`src/rtl/idarb_pkg.sv`:
```
package idarb_pkg;

  localparam int ARB_W = 4;

  typedef logic [ARB_W-1:0] arb_code_t;

  // Bits of own code still driven after looking at the lines: the highest
  // position where a line is 1 against an own 0 drops itself and everything below.
  function automatic arb_code_t keep_bits(arb_code_t own, arb_code_t seen);
    arb_code_t keep;
    logic      lost;
    lost = 1'b0;
    for (int b = ARB_W - 1; b >= 0; b--) begin
      lost    = lost | (seen[b] & ~own[b]);
      keep[b] = ~lost;
    end
    return own & keep;
  endfunction

  function automatic logic is_winner(logic joined, arb_code_t own, arb_code_t seen);
    return joined && (own == seen);
  endfunction

endpackage

```
`src/rtl/idarb_window.sv`:
```
module idarb_window #(
  parameter int SETTLE = 4
) (
  input  logic clk,
  input  logic rst_n,
  input  logic start_i,
  output logic busy_o,
  output logic load_o,
  output logic step_o,
  output logic last_o,
  output logic done_o
);
  localparam int CNT_W = (SETTLE > 1) ? $clog2(SETTLE) : 1;
  localparam logic [CNT_W-1:0] CNT_END = CNT_W'(SETTLE - 1);

  logic             busy_q;
  logic             done_q;
  logic [CNT_W-1:0] cnt_q;

  assign load_o = start_i & ~busy_q;
  assign last_o = busy_q & (cnt_q == CNT_END);
  assign step_o = busy_q & ~last_o;
  assign busy_o = busy_q;
  assign done_o = done_q;

  always_ff @(posedge clk or negedge rst_n) begin
    if (!rst_n) begin
      busy_q <= 1'b0;
      done_q <= 1'b0;
      cnt_q  <= '0;
    end else begin
      done_q <= last_o;
      if (load_o) begin
        busy_q <= 1'b1;
        cnt_q  <= '0;
      end else if (last_o) begin
        busy_q <= 1'b0;
        cnt_q  <= '0;
      end else if (step_o) begin
        cnt_q  <= cnt_q + 1'b1;
      end
    end
  end
endmodule

```
`src/rtl/idarb_cell.sv`:
```
module idarb_cell
  import idarb_pkg::*;
(
  input  logic      clk,
  input  logic      rst_n,
  input  arb_code_t id_i,
  input  logic      req_i,
  input  arb_code_t lines_i,
  input  logic      load_i,
  input  logic      step_i,
  input  logic      last_i,
  output arb_code_t drv_o,
  output logic      win_o
);
  arb_code_t drv_q;
  logic      part_q;
  logic      win_q;

  assign drv_o = drv_q;
  assign win_o = win_q;

  always_ff @(posedge clk or negedge rst_n) begin
    if (!rst_n) begin
      drv_q  <= '0;
      part_q <= 1'b0;
      win_q  <= 1'b0;
    end else if (load_i) begin
      part_q <= req_i;
      drv_q  <= req_i ? id_i : '0;
      win_q  <= 1'b0;
    end else if (last_i) begin
      win_q  <= is_winner(part_q, id_i, lines_i);
      drv_q  <= '0;
      part_q <= 1'b0;
    end else if (step_i) begin
      drv_q  <= part_q ? keep_bits(id_i, lines_i) : '0;
    end
  end
endmodule

```
`src/rtl/idarb_wor.sv`:
```
module idarb_wor
  import idarb_pkg::*;
#(
  parameter int NDEV = 8
) (
  input  logic [NDEV*ARB_W-1:0] drv_i,
  output arb_code_t             lines_o
);
  always_comb begin
    lines_o = '0;
    for (int i = 0; i < NDEV; i++) begin
      lines_o = lines_o | drv_i[i*ARB_W +: ARB_W];
    end
  end
endmodule

```
`src/rtl/idarb_top.sv`:
```
module idarb_top
  import idarb_pkg::*;
#(
  parameter int NDEV   = 8,
  parameter int SETTLE = 4
) (
  input  logic                  clk,
  input  logic                  rst_n,
  input  logic                  start_i,
  input  logic [NDEV-1:0]       req_i,
  input  logic [NDEV*ARB_W-1:0] ids_i,
  output logic [ARB_W-1:0]      lines_o,
  output logic                  busy_o,
  output logic                  done_o,
  output logic [NDEV-1:0]       win_o
);
  logic                  load_w;
  logic                  step_w;
  logic                  last_w;
  logic [NDEV*ARB_W-1:0] drv_w;
  arb_code_t             lines_w;

  idarb_window #(.SETTLE(SETTLE)) u_window (
    .clk     (clk),
    .rst_n   (rst_n),
    .start_i (start_i),
    .busy_o  (busy_o),
    .load_o  (load_w),
    .step_o  (step_w),
    .last_o  (last_w),
    .done_o  (done_o)
  );

  for (genvar g = 0; g < NDEV; g++) begin : g_dev
    idarb_cell u_cell (
      .clk     (clk),
      .rst_n   (rst_n),
      .id_i    (ids_i[g*ARB_W +: ARB_W]),
      .req_i   (req_i[g]),
      .lines_i (lines_w),
      .load_i  (load_w),
      .step_i  (step_w),
      .last_i  (last_w),
      .drv_o   (drv_w[g*ARB_W +: ARB_W]),
      .win_o   (win_o[g])
    );
  end

  idarb_wor #(.NDEV(NDEV)) u_wor (
    .drv_i   (drv_w),
    .lines_o (lines_w)
  );

  assign lines_o = lines_w;
endmodule

```
`config.mk`:
```
export PLATFORM = sky130hd
export DESIGN_NAME = idarb_top
export DESIGN_NICKNAME = d
export VERILOG_FILES = /design/src/rtl/idarb_pkg.sv /design/src/rtl/idarb_window.sv /design/src/rtl/idarb_cell.sv /design/src/rtl/idarb_wor.sv /design/src/rtl/idarb_top.sv
export SDC_FILE = /design/constraint.sdc
export NUM_CORES = 1
export LEC_CHECK = 0
export ABC_AREA = 1
export BUFFER_PORTS_ARGS = -buffer_cell sky130_fd_sc_hd__buf_2
export CAP_MARGIN = 20
export CORE_UTILIZATION = 45
export DETAILED_ROUTE_END_ITERATION = 7
export GPL_ROUTABILITY_DRIVEN = 0
export PLACE_DENSITY = 0.67
export SLEW_MARGIN = 10
export SYNTH_ARGS = -nofsm -noshare
export SYNTH_HDL_FRONTEND = slang
export SYNTH_SLANG_ARGS = --single-unit
```
`constraint.sdc`:
```
create_clock -name clk -period 2.15 [get_ports clk]
set_clock_uncertainty 0.15 [all_clocks]
set_input_delay 0.215 -clock clk [delete_from_list [all_inputs] [get_ports clk]]
set_output_delay 0.215 -clock clk [all_outputs]
set_load 0.1 [all_outputs]
```
==> impl_metrics.ini, run 1 <==
[outcome]
status = complete, but fails checks
violations = DRC

[cells_and_area]
nNetsFinal = 517
drive_gt1_share_pct = 23.5
num_antenna_cells = 0
num-fill-cells = 620
postLayoutCoreUtil_pct = 56.4
final_common_cell = nand2_1
area_delta_synth_final_pct = 19.6
final_cell_mix = nand2_1, buf_2, dfrtp_1

[place]
place_ws_ns = 0.143
hpwl_mm = 5.66
io_buffers = 56

[pwr]
combPwrFrac_pct = 65.9
clkPwrFrac_pct = 10.9
p_seq_share_pct = 23.3
p_switching_mw = 3.44
vdd_drop_max_mv = 1.50
intPower_mw = 2.88
switching_share_pct = 54.4
p_leak_nw = 2.11
pwr_density_cell_nw_per_um2 = 1730

[timing]
min_period_ns = 2.08
layout_setup_ws_ns = 0.0694
fmax_mhz = 481
hold_viol = 0
rsz0062_at_grt = no
finalCritPeriodShare_pct = 96.8
slew_violations = 0
worstMarginPinSlew_ns = 0.497
timing.setup.tns_ns = 0
max_slew_margin_pct = 67.1
report.final.setup_viol = 0

[drt]
drt_wl_total_mm = 7.70
vias = 2643
dr.pass1.iters = 6
drc = 7
drtAntennaViolNets = 0
wl_per_cell_um = 14.8
vias_per_cell = 5.08
drt_first_iter_violations = 180

[grt]
gr-total-overflow = 0
global_route.usage.met1_pct = 31.9
use_met3_pct = 4.03
busiest_layer = met2
grt_pass1_wl_mm = 12.6
grt_max_degree = 53
grt.total_usage_pct = 23.4
groute.layer.met2.usage_pct = 38.5
grt_pass1_vias = 2532
antenna_found_initial = 0

[logic_synthesis]
yosys-top-cells-area = dfrtp_1, nand2_1, ha_1, nand3_1, inv_1
netlist_area_um2 = 3050
synthSimpleGateAreaFrac_pct = 28.6
synth-seq-area-share_pct = 42.7
ys_ff_latch = 52
synth_top_area_share_pct = 42.7
yosys_warnings = 0
netlist_instances = 379
synth_area_per_cell_um2 = 8.04
synth_top_family_by_area = simple AND/OR/NAND/NOR gates
synth_compound_area_share_pct = 6.36
syn-num-nets = 454
synth_mux_area_share_pct = 0
synth_xor_xnor_area_share_pct = 0
synth.distinct_cells = 26
synth_fa_ha_area_share_pct = 13.1
synth_top_area_cell = dfrtp_1

[clocking]
clk_pin_slew_worst_paths_ns = 0.10
numCtsBuffers = 5
clk_latency_ns = 0.31
clock-root-buffer = clkbuf_8
cts_sinks = 52
post_cts_buffers = 0
tritoncts = yes
h-tree-depth = 2
cts.path.max_buffers = 2

[min_path]
whs_path_depth = 3
min_to = g_dev[5].u_cell.drv_o[2]$_DFFE_PN0P_
min_from = ids_i[22]
min_path_type = in -> reg

[floorplan]
ios = 57
die_height_um = 84.3
initial_utilization_pct = 47.2
die_w_um = 84.3
core_um2 = 6460
std_cell_rows = 29
die-area_um2 = 7110

[setup_path]
reg2reg_to = g_dev[2].u_cell.drv_o[1]$_DFFE_PN0P_
cp.arrival_ns = 1.72
cp.required_ns = 1.78
r2r_setup_slack_ns = 0.15
start_kind = register
rr_worst_depth = 7
critPathMaxFanout = 6
critical_path_class = reg -> out
r2r_start = g_dev[1].u_cell.drv_o[2]$_DFFE_PN0P_
worstSetupEndpointType = primary output

[run]
maxCapViolCount = 0
-- metal layers --
metal	vias up	share of wire, %
met5	-	0
met4	0	1.1
met3	6	4.6
met2	65	47
met1	1229	47
li1	1343	-
-- final cells by class --
| cell class | instances | area (um^2) | share of cell area, % |
|---|---|---|---|
| Inverter | 49 | 184 | 5.05 |
| Timing Repair Buffer | 71 | 433 | 11.9 |
| Clock buffer | 5 | 68.8 | 1.89 |
| Tap cell | 77 | 96.3 | 2.64 |
| Clock inverter | 3 | 42.5 | 1.17 |
| Sequential cell | 52 | 1300 | 35.7 |
| Multi-Input combinational cell | 263 | 1520 | 41.7 |
-- registers in the layout (all words and copies together) (netlist names) --
register and flops:
g_dev.u_cell.drv_o 32, g_dev.u_cell.part_q 8, g_dev.u_cell.win_o 8, u_window.cnt_q 2, u_window.busy_o 1, u_window.done_o 1
-- synth_stat cells, drive strengths merged --
cell type,count
or2,1
nand4,6
nand3,39
a21oi,5
nor2,32
o21a,1
o21ai,20
inv,49
nand2,115
nor4,6
o31ai,4
o21bai,1
ha,32
buf,12
clkbuf,3
dfrtp,52
a22o,1
-- per-stage QoR --
| step | std cells | hold slack (ns) | area (um^2) | total power, mW |
|---|---|---|---|---|
| 2_1_floorplan | 379 | -0.231 | 3100 | 4.44 |
| 3_3_place_gp | 508 | 0.0821 | 3480 | 5.53 |
| 3_5_place_dp | 508 | 0.0789 | 3480 | 5.60 |
| 4_1_cts | 520 | 0.00838 | 3630 | 6.31 |
| 5_1_grt | 520 | 0.0244 | 3640 | 6.81 |
| 6_report | 520 | 0.0137 | 3640 | 6.32 |
-- critical path: stages (launching register included) --
cell and delay, ns:
dfrtp_1 0.44, nor4_2 0.28, buf_4 0.16, nand2_2 0.05
buf_4 0.18, clkbuf_4 0.29
-- kinds of logic after synthesis --
logic type / after synthesis
buffers and inverters: 64
AND/OR/NAND/NOR: 199
AO/OA/AOI/OAI: 32
flip-flops: 52
adder cells (fa/ha/maj): 32
-- worst max-delay path by stage --
stage / from / end / slack (ns) / depth (start not counted)
final: g_dev[0].u_cell.drv_o[1]$_DFFE_PN0P_ / lines_o[1] / 0.07 / 5
after global routing: g_dev[4].u_cell.drv_o[2]$_DFFE_PN0P_ / g_dev[2].u_cell.drv_o[1]$_DFFE_PN0P_ / 0.01 / 7
after CTS: g_dev[0].u_cell.drv_o[1]$_DFFE_PN0P_ / lines_o[1] / 0.007 / 5
after detailed placement: g_dev[1].u_cell.drv_o[2]$_DFFE_PN0P_ / g_dev[2].u_cell.drv_o[1]$_DFFE_PN0P_ / 0.14 / 7
after global placement: g_dev[4].u_cell.drv_o[2]$_DFFE_PN0P_ / g_dev[2].u_cell.drv_o[1]$_DFFE_PN0P_ / 0.19 / 7
after floorplan: g_dev[1].u_cell.drv_o[2]$_DFFE_PN0P_ / g_dev[2].u_cell.drv_o[1]$_DFFE_PN0P_ / 0.03 / 7
-- what timing repair did --
action	4_1_cts	5_1_grt
gates resized for setup	0	3
endpoints found under the hold margin	55	0
setup endpoints to repair	0	2
hold buffers	4	0
-- power by group through the flow --
| stage | combinational, mW | clock (mW) | sequential, mW |
|---|---|---|---|
| detailed placement | 4.12 | 0 | 1.48 |
| floorplan | 2.91 | 0 | 1.53 |
| global route | 4.57 | 0.736 | 1.51 |
| CTS | 4.14 | 0.705 | 1.46 |
| finish | 4.16 | 0.687 | 1.47 |
| global placement | 4.05 | 0 | 1.48 |
(Power assumes the default switching activity.)
==> run 2, diff against run 1 <==
Settings changed: CORE_ASPECT_RATIO set to 0.5.
Clock period 2.15 ns to 2.1 ns, I/O delays scaled along.
==> run 2 against run 1 <==
  * The flow now finishes without violations
  * Cell area rose by 2.2%
  * First-iteration DRC count is 3.9% higher
  * Global-route usage grew 1.0 points
  * Critical path depth rose by 4
  * Clock power increased by 20%
  * Sequential power is 5% higher
  * Combinational power grew 9.4%
  * Worst setup slack improved by 0.070 ns
  * Register-to-register slack is essentially flat
  * Wire length is 4.2% higher
  * Non-clock buffer count fell by 1
  * Via count is 3.5% higher
  * Largest cell class unchanged
  * Largest power group unchanged
==> impl_metrics.ini, run 2 (synthesized netlist as in run 1, its figures left out) <==
[timing]
hold_viol = 0
worstMarginPinSlew_ns = 0.562
report.final.setup_viol = 0
finalCritPeriodShare_pct = 93.4
layout_setup_ws_ns = 0.139
timing.setup.tns_ns = 0
min_period_ns = 1.96
rsz0062_at_grt = no
slew_violations = 0
fmax_mhz = 510
max_slew_margin_pct = 62.5

[cells_and_area]
final_common_cell = nand2_1
final_cell_mix = nand2_1, buf_2, dfrtp_1
area_delta_synth_final_pct = 22.2
postLayoutCoreUtil_pct = 59.1
num_antenna_cells = 0
largest_register_ffs = 32
fin_area_um2 = 3730
drive_gt1_share_pct = 24.0
num-fill-cells = 584
nNetsFinal = 516

[drt]
drt_first_iter_violations = 187
vias = 2736
drt_wl_total_mm = 8.03
wl_per_cell_um = 15.1
vias_per_cell = 5.16
dr.pass1.iters = 4
drc = 0
drtAntennaViolNets = 0

[outcome]
status = finished clean

[setup_path]
r2r_setup_slack_ns = 0.14
cp.arrival_ns = 2.04
rr_worst_depth = 9
start_kind = register
cp.required_ns = 2.18
critPathMaxFanout = 6
r2r_start = g_dev[4].u_cell.drv_o[2]$_DFFE_PN0P_
worstSetupEndpointType = register
reg2reg_to = g_dev[3].u_cell.drv_o[0]$_DFFE_PN0P_
critical_path_class = reg -> reg

[place]
hpwl_mm = 6.26
place_area_um2 = 3560
io_buffers = 56
place_ws_ns = 0.0932

[clocking]
h-tree-depth = 2
clk_pin_slew_worst_paths_ns = 0.07
cts.path.max_buffers = 2
clock-root-buffer = clkbuf_16
numCtsBuffers = 5
post_cts_buffers = 0
clk_latency_ns = 0.29
cts_sinks = 52
tritoncts = yes

[floorplan]
die_w_um = 118
std_cell_rows = 20
die-area_um2 = 7130
ios = 57
initial_utilization_pct = 48.3
die_height_um = 60.2
core_um2 = 6310

[grt]
gr-total-overflow = 0
antenna_found_initial = 0
grt_max_degree = 47
grt.total_usage_pct = 24.4
grt_pass1_wl_mm = 13.0
grt_pass1_vias = 2684

[min_path]
min_from = ids_i[22]
min_to = g_dev[5].u_cell.drv_o[2]$_DFFE_PN0P_
whs_path_depth = 3
min_path_type = in -> reg

[pwr]
pwr_density_cell_nw_per_um2 = 1860
p_leak_nw = 2.14
vdd_drop_max_mv = 0.946
power_mw = 6.92

[run]
maxCapViolCount = 0
-- run 2: cell count changes in the layout (fill, tap and decap cells not counted), sizes merged --
| cell | previous run | this run |
|---|---|---|
| buf | 65 | 69 |
| bufinv | 1 | 0 |
| clkbuf | 7 | 6 |
| dlygate4sd3 | 4 | 1 |
-- run 2: final cells by class --
cell class	instances	area, um^2	share of cell area [%]
Tap cell	88	110	2.96
Clock buffer	6	129	3.46
Clock inverter	2	16.3	0.437
Timing Repair Buffer	70	430	11.6
Multi-Input combinational cell	263	1550	41.7
Inverter	49	184	4.94
Sequential cell	52	1300	35.0
-- run 2: per-stage QoR --
step                      instances  hold slack [ns]
after floorplan                 379           -0.236
after global placement          521          -0.0650
after detailed placement        521          -0.0587
after CTS                       530           0.0112
after global routing            530           0.0192
final                           530          0.00912
-- run 2: metal layers --
layer  share of wire (%)  GRT usage, %
met1                  49          34.4
met2                  42          38.7
met3                 7.4          4.58
met4                 1.3          7.23
met5                   0             0
-- run 2: worst max path at each step --
stage	start	end	slack, ns	cells after the start
after floorplan	g_dev[4].u_cell.drv_o[1]$_DFFE_PN0P_	g_dev[6].u_cell.drv_o[0]$_DFFE_PN0P_	0.009	8
after global placement	g_dev[4].u_cell.drv_o[2]$_DFFE_PN0P_	g_dev[2].u_cell.drv_o[1]$_DFFE_PN0P_	0.18	7
after detailed placement	g_dev[4].u_cell.drv_o[1]$_DFFE_PN0P_	g_dev[6].u_cell.drv_o[0]$_DFFE_PN0P_	0.09	9
after CTS	g_dev[4].u_cell.drv_o[1]$_DFFE_PN0P_	g_dev[6].u_cell.drv_o[0]$_DFFE_PN0P_	0.07	9
after global routing	g_dev[1].u_cell.drv_o[0]$_DFFE_PN0P_	g_dev[3].u_cell.win_o$_DFFE_PN0P_	0.01	8
final	g_dev[4].u_cell.drv_o[2]$_DFFE_PN0P_	g_dev[3].u_cell.drv_o[0]$_DFFE_PN0P_	0.14	9
-- run 2: critical path: stages, from the launching register on --
cell     delay, ns
dfrtp_1       0.41
nor4_4        0.33
nand2_4       0.13
buf_4         0.18
ha_1          0.19
nor2_1        0.10
nand2_1       0.07
o21ai_0       0.16
nand3_1       0.10
nand2_1       0.07
-- run 2: power breakdown --
group | leakage (nW) | internal [mW] | switching [mW]
registers | 0.702 | 1.31 | 0.232
clock network | 0.0671 | 0.445 | 0.379
logic | 1.37 | 1.51 | 3.04
-- run 2: repair_timing --
action,in CTS,in global routing
resized for setup,0,5
setup endpoints to repair,0,5
endpoints found under the hold margin,52,0
hold buffers,1,0
==> run 3, diff against run 2 <==
Settings changed: RECOVER_POWER set to 25.
==> run 3 against run 2 <==
  * Critical endpoint is now g_dev[1].u_cell.drv_o[0]$_DFFE_PN0P_
  * Critical path type unchanged
  * First-iteration DRC count rose by 2.1%
  * Global-route usage did not move
  * Via count fell by 0.18%
==> impl_metrics.ini, run 3 (synthesized netlist as in run 1, its figures left out) <==
[outcome]
status = finished clean

[place]
hpwl_mm = 6.26
io_buffers = 56
place_ws_ns = 0.0932
numPlacedInstances = 521
place_area_um2 = 3560

[clocking]
tritoncts = yes
clk_pin_slew_worst_paths_ns = 0.07
h-tree-depth = 2
clock-root-buffer = clkbuf_16
numCtsBuffers = 5
clk_latency_ns = 0.29
post_cts_buffers = 0
cts_sinks = 52
cts.path.max_buffers = 2

[drt]
dr.pass1.iters = 4
drt_wl_total_mm = 8.01
wl_per_cell_um = 15.1
drc = 0
vias = 2731
drtAntennaViolNets = 0
drt_first_iter_violations = 191
vias_per_cell = 5.15

[setup_path]
worstSetupEndpointType = register
cp.arrival_ns = 2.03
start_kind = register
cp.required_ns = 2.18
critical_path_class = reg -> reg
critPathMaxFanout = 6

[cells_and_area]
nNetsFinal = 516
final_common_cell = nand2_1
fin_cells = 530
multi_input_area_um2 = 1550
area_delta_synth_final_pct = 21.7
drive_gt1_share_pct = 23.8
fin_area_um2 = 3710
largest_register_ffs = 32
num-fill-cells = 586
postLayoutCoreUtil_pct = 58.8
seqCellArea_um2 = 1300
final_cell_mix = nand2_1, buf_2, dfrtp_1
num_antenna_cells = 0

[grt]
grt_pass1_vias = 2684
grt.total_usage_pct = 24.4
grt_pass1_wl_mm = 13.0
antenna_found_initial = 0
gr-total-overflow = 0
grt_max_degree = 47

[pwr]
pwr_density_cell_nw_per_um2 = 1860
p_leak_nw = 2.13
vdd_drop_max_mv = 0.916

[floorplan]
ios = 57
die-area_um2 = 7130
initial_utilization_pct = 48.3
std_cell_rows = 20
die_height_um = 60.2
die_w_um = 118
core_um2 = 6310

[timing]
finalCritPeriodShare_pct = 92.9
timing.setup.tns_ns = 0
rsz0062_at_grt = no
slew_violations = 0
layout_setup_ws_ns = 0.148
worstMarginPinSlew_ns = 0.780
max_slew_margin_pct = 48.0
min_period_ns = 1.95
fmax_mhz = 512
hold_viol = 0
report.final.setup_viol = 0

[run]
maxCapViolCount = 0

[min_path]
min_path_type = in -> reg
-- run 3: cell count changes in the layout (fill, tap and decap cells not counted) --
cell / previous run / this run
buf_2: 54 / 53
buf_12: 3 / 2
clkbuf_1: 1 / 2
clkbuf_2: 0 / 1
-- run 3: repair_timing --
item,4_1_cts,5_1_grt
resized for setup,0,5
endpoints found under the hold margin,52,0
endpoints found under the setup margin,0,5
hold buffers,1,0
-- run 3: path summary, 6_finish.rpt --
kind	start	to	slack, ns	cells past startpoint
max	g_dev[4].u_cell.drv_o[2]$_DFFE_PN0P_	g_dev[1].u_cell.drv_o[0]$_DFFE_PN0P_	0.15	9
min	ids_i[22]	g_dev[5].u_cell.drv_o[2]$_DFFE_PN0P_	0.008	3
max reg2reg	g_dev[4].u_cell.drv_o[2]$_DFFE_PN0P_	g_dev[1].u_cell.drv_o[0]$_DFFE_PN0P_	0.15	9
min reg2reg	g_dev[7].u_cell.win_o$_DFFE_PN0P_	g_dev[7].u_cell.win_o$_DFFE_PN0P_	0.33	2
max in group asynchronous	rst_n	g_dev[2].u_cell.drv_o[1]$_DFFE_PN0P_	0.42	3
min in group asynchronous	rst_n	g_dev[3].u_cell.part_q$_DFFE_PN0P_	0.24	2
-- run 3: layer usage --
| layer | up-vias | track usage, % | wire length [um] |
|---|---|---|---|
| li1 | 1344 | - | - |
| met1 | 1286 | 34.4 | 3840 |
| met2 | 92 | 38.7 | 3440 |
| met3 | 9 | 4.58 | 625 |
| met4 | 0 | 7.23 | 96 |
| met5 | - | 0 | 0 |
-- run 3: area by class of cell --
cell class	instances	share of cell area, %
Multi-Input combinational cell	263	41.9
Sequential cell	52	35.1
Timing Repair Buffer	70	11.2
Inverter	49	4.96
Clock buffer	6	3.47
Tap cell	88	2.97
Clock inverter	2	0.438
-- run 3: power by group --
group	total, mW	internal, mW	switching [mW]
Combinational	4.55	1.51	3.04
Sequential	1.54	1.31	0.231
Clock	0.826	0.445	0.380
Total	6.91	3.26	3.65
-- run 3: worst max-delay path: stages (launching register included) --
cell and delay (ns):
dfrtp_1 0.41, nor4_4 0.33, nand2_4 0.13, buf_4 0.18
ha_1 0.19, nor2_1 0.12, nand2_1 0.07, o21ai_0 0.14
nand3_1 0.09, nand2_1 0.07
-- run 3: stage by stage --
stage               power [mW]  hold slack, ns
floorplan                 4.61          -0.236
global placement          5.91         -0.0650
detailed placement        6.04         -0.0587
CTS                       6.89          0.0112
global route              7.46          0.0192
finish                    6.91         0.00789
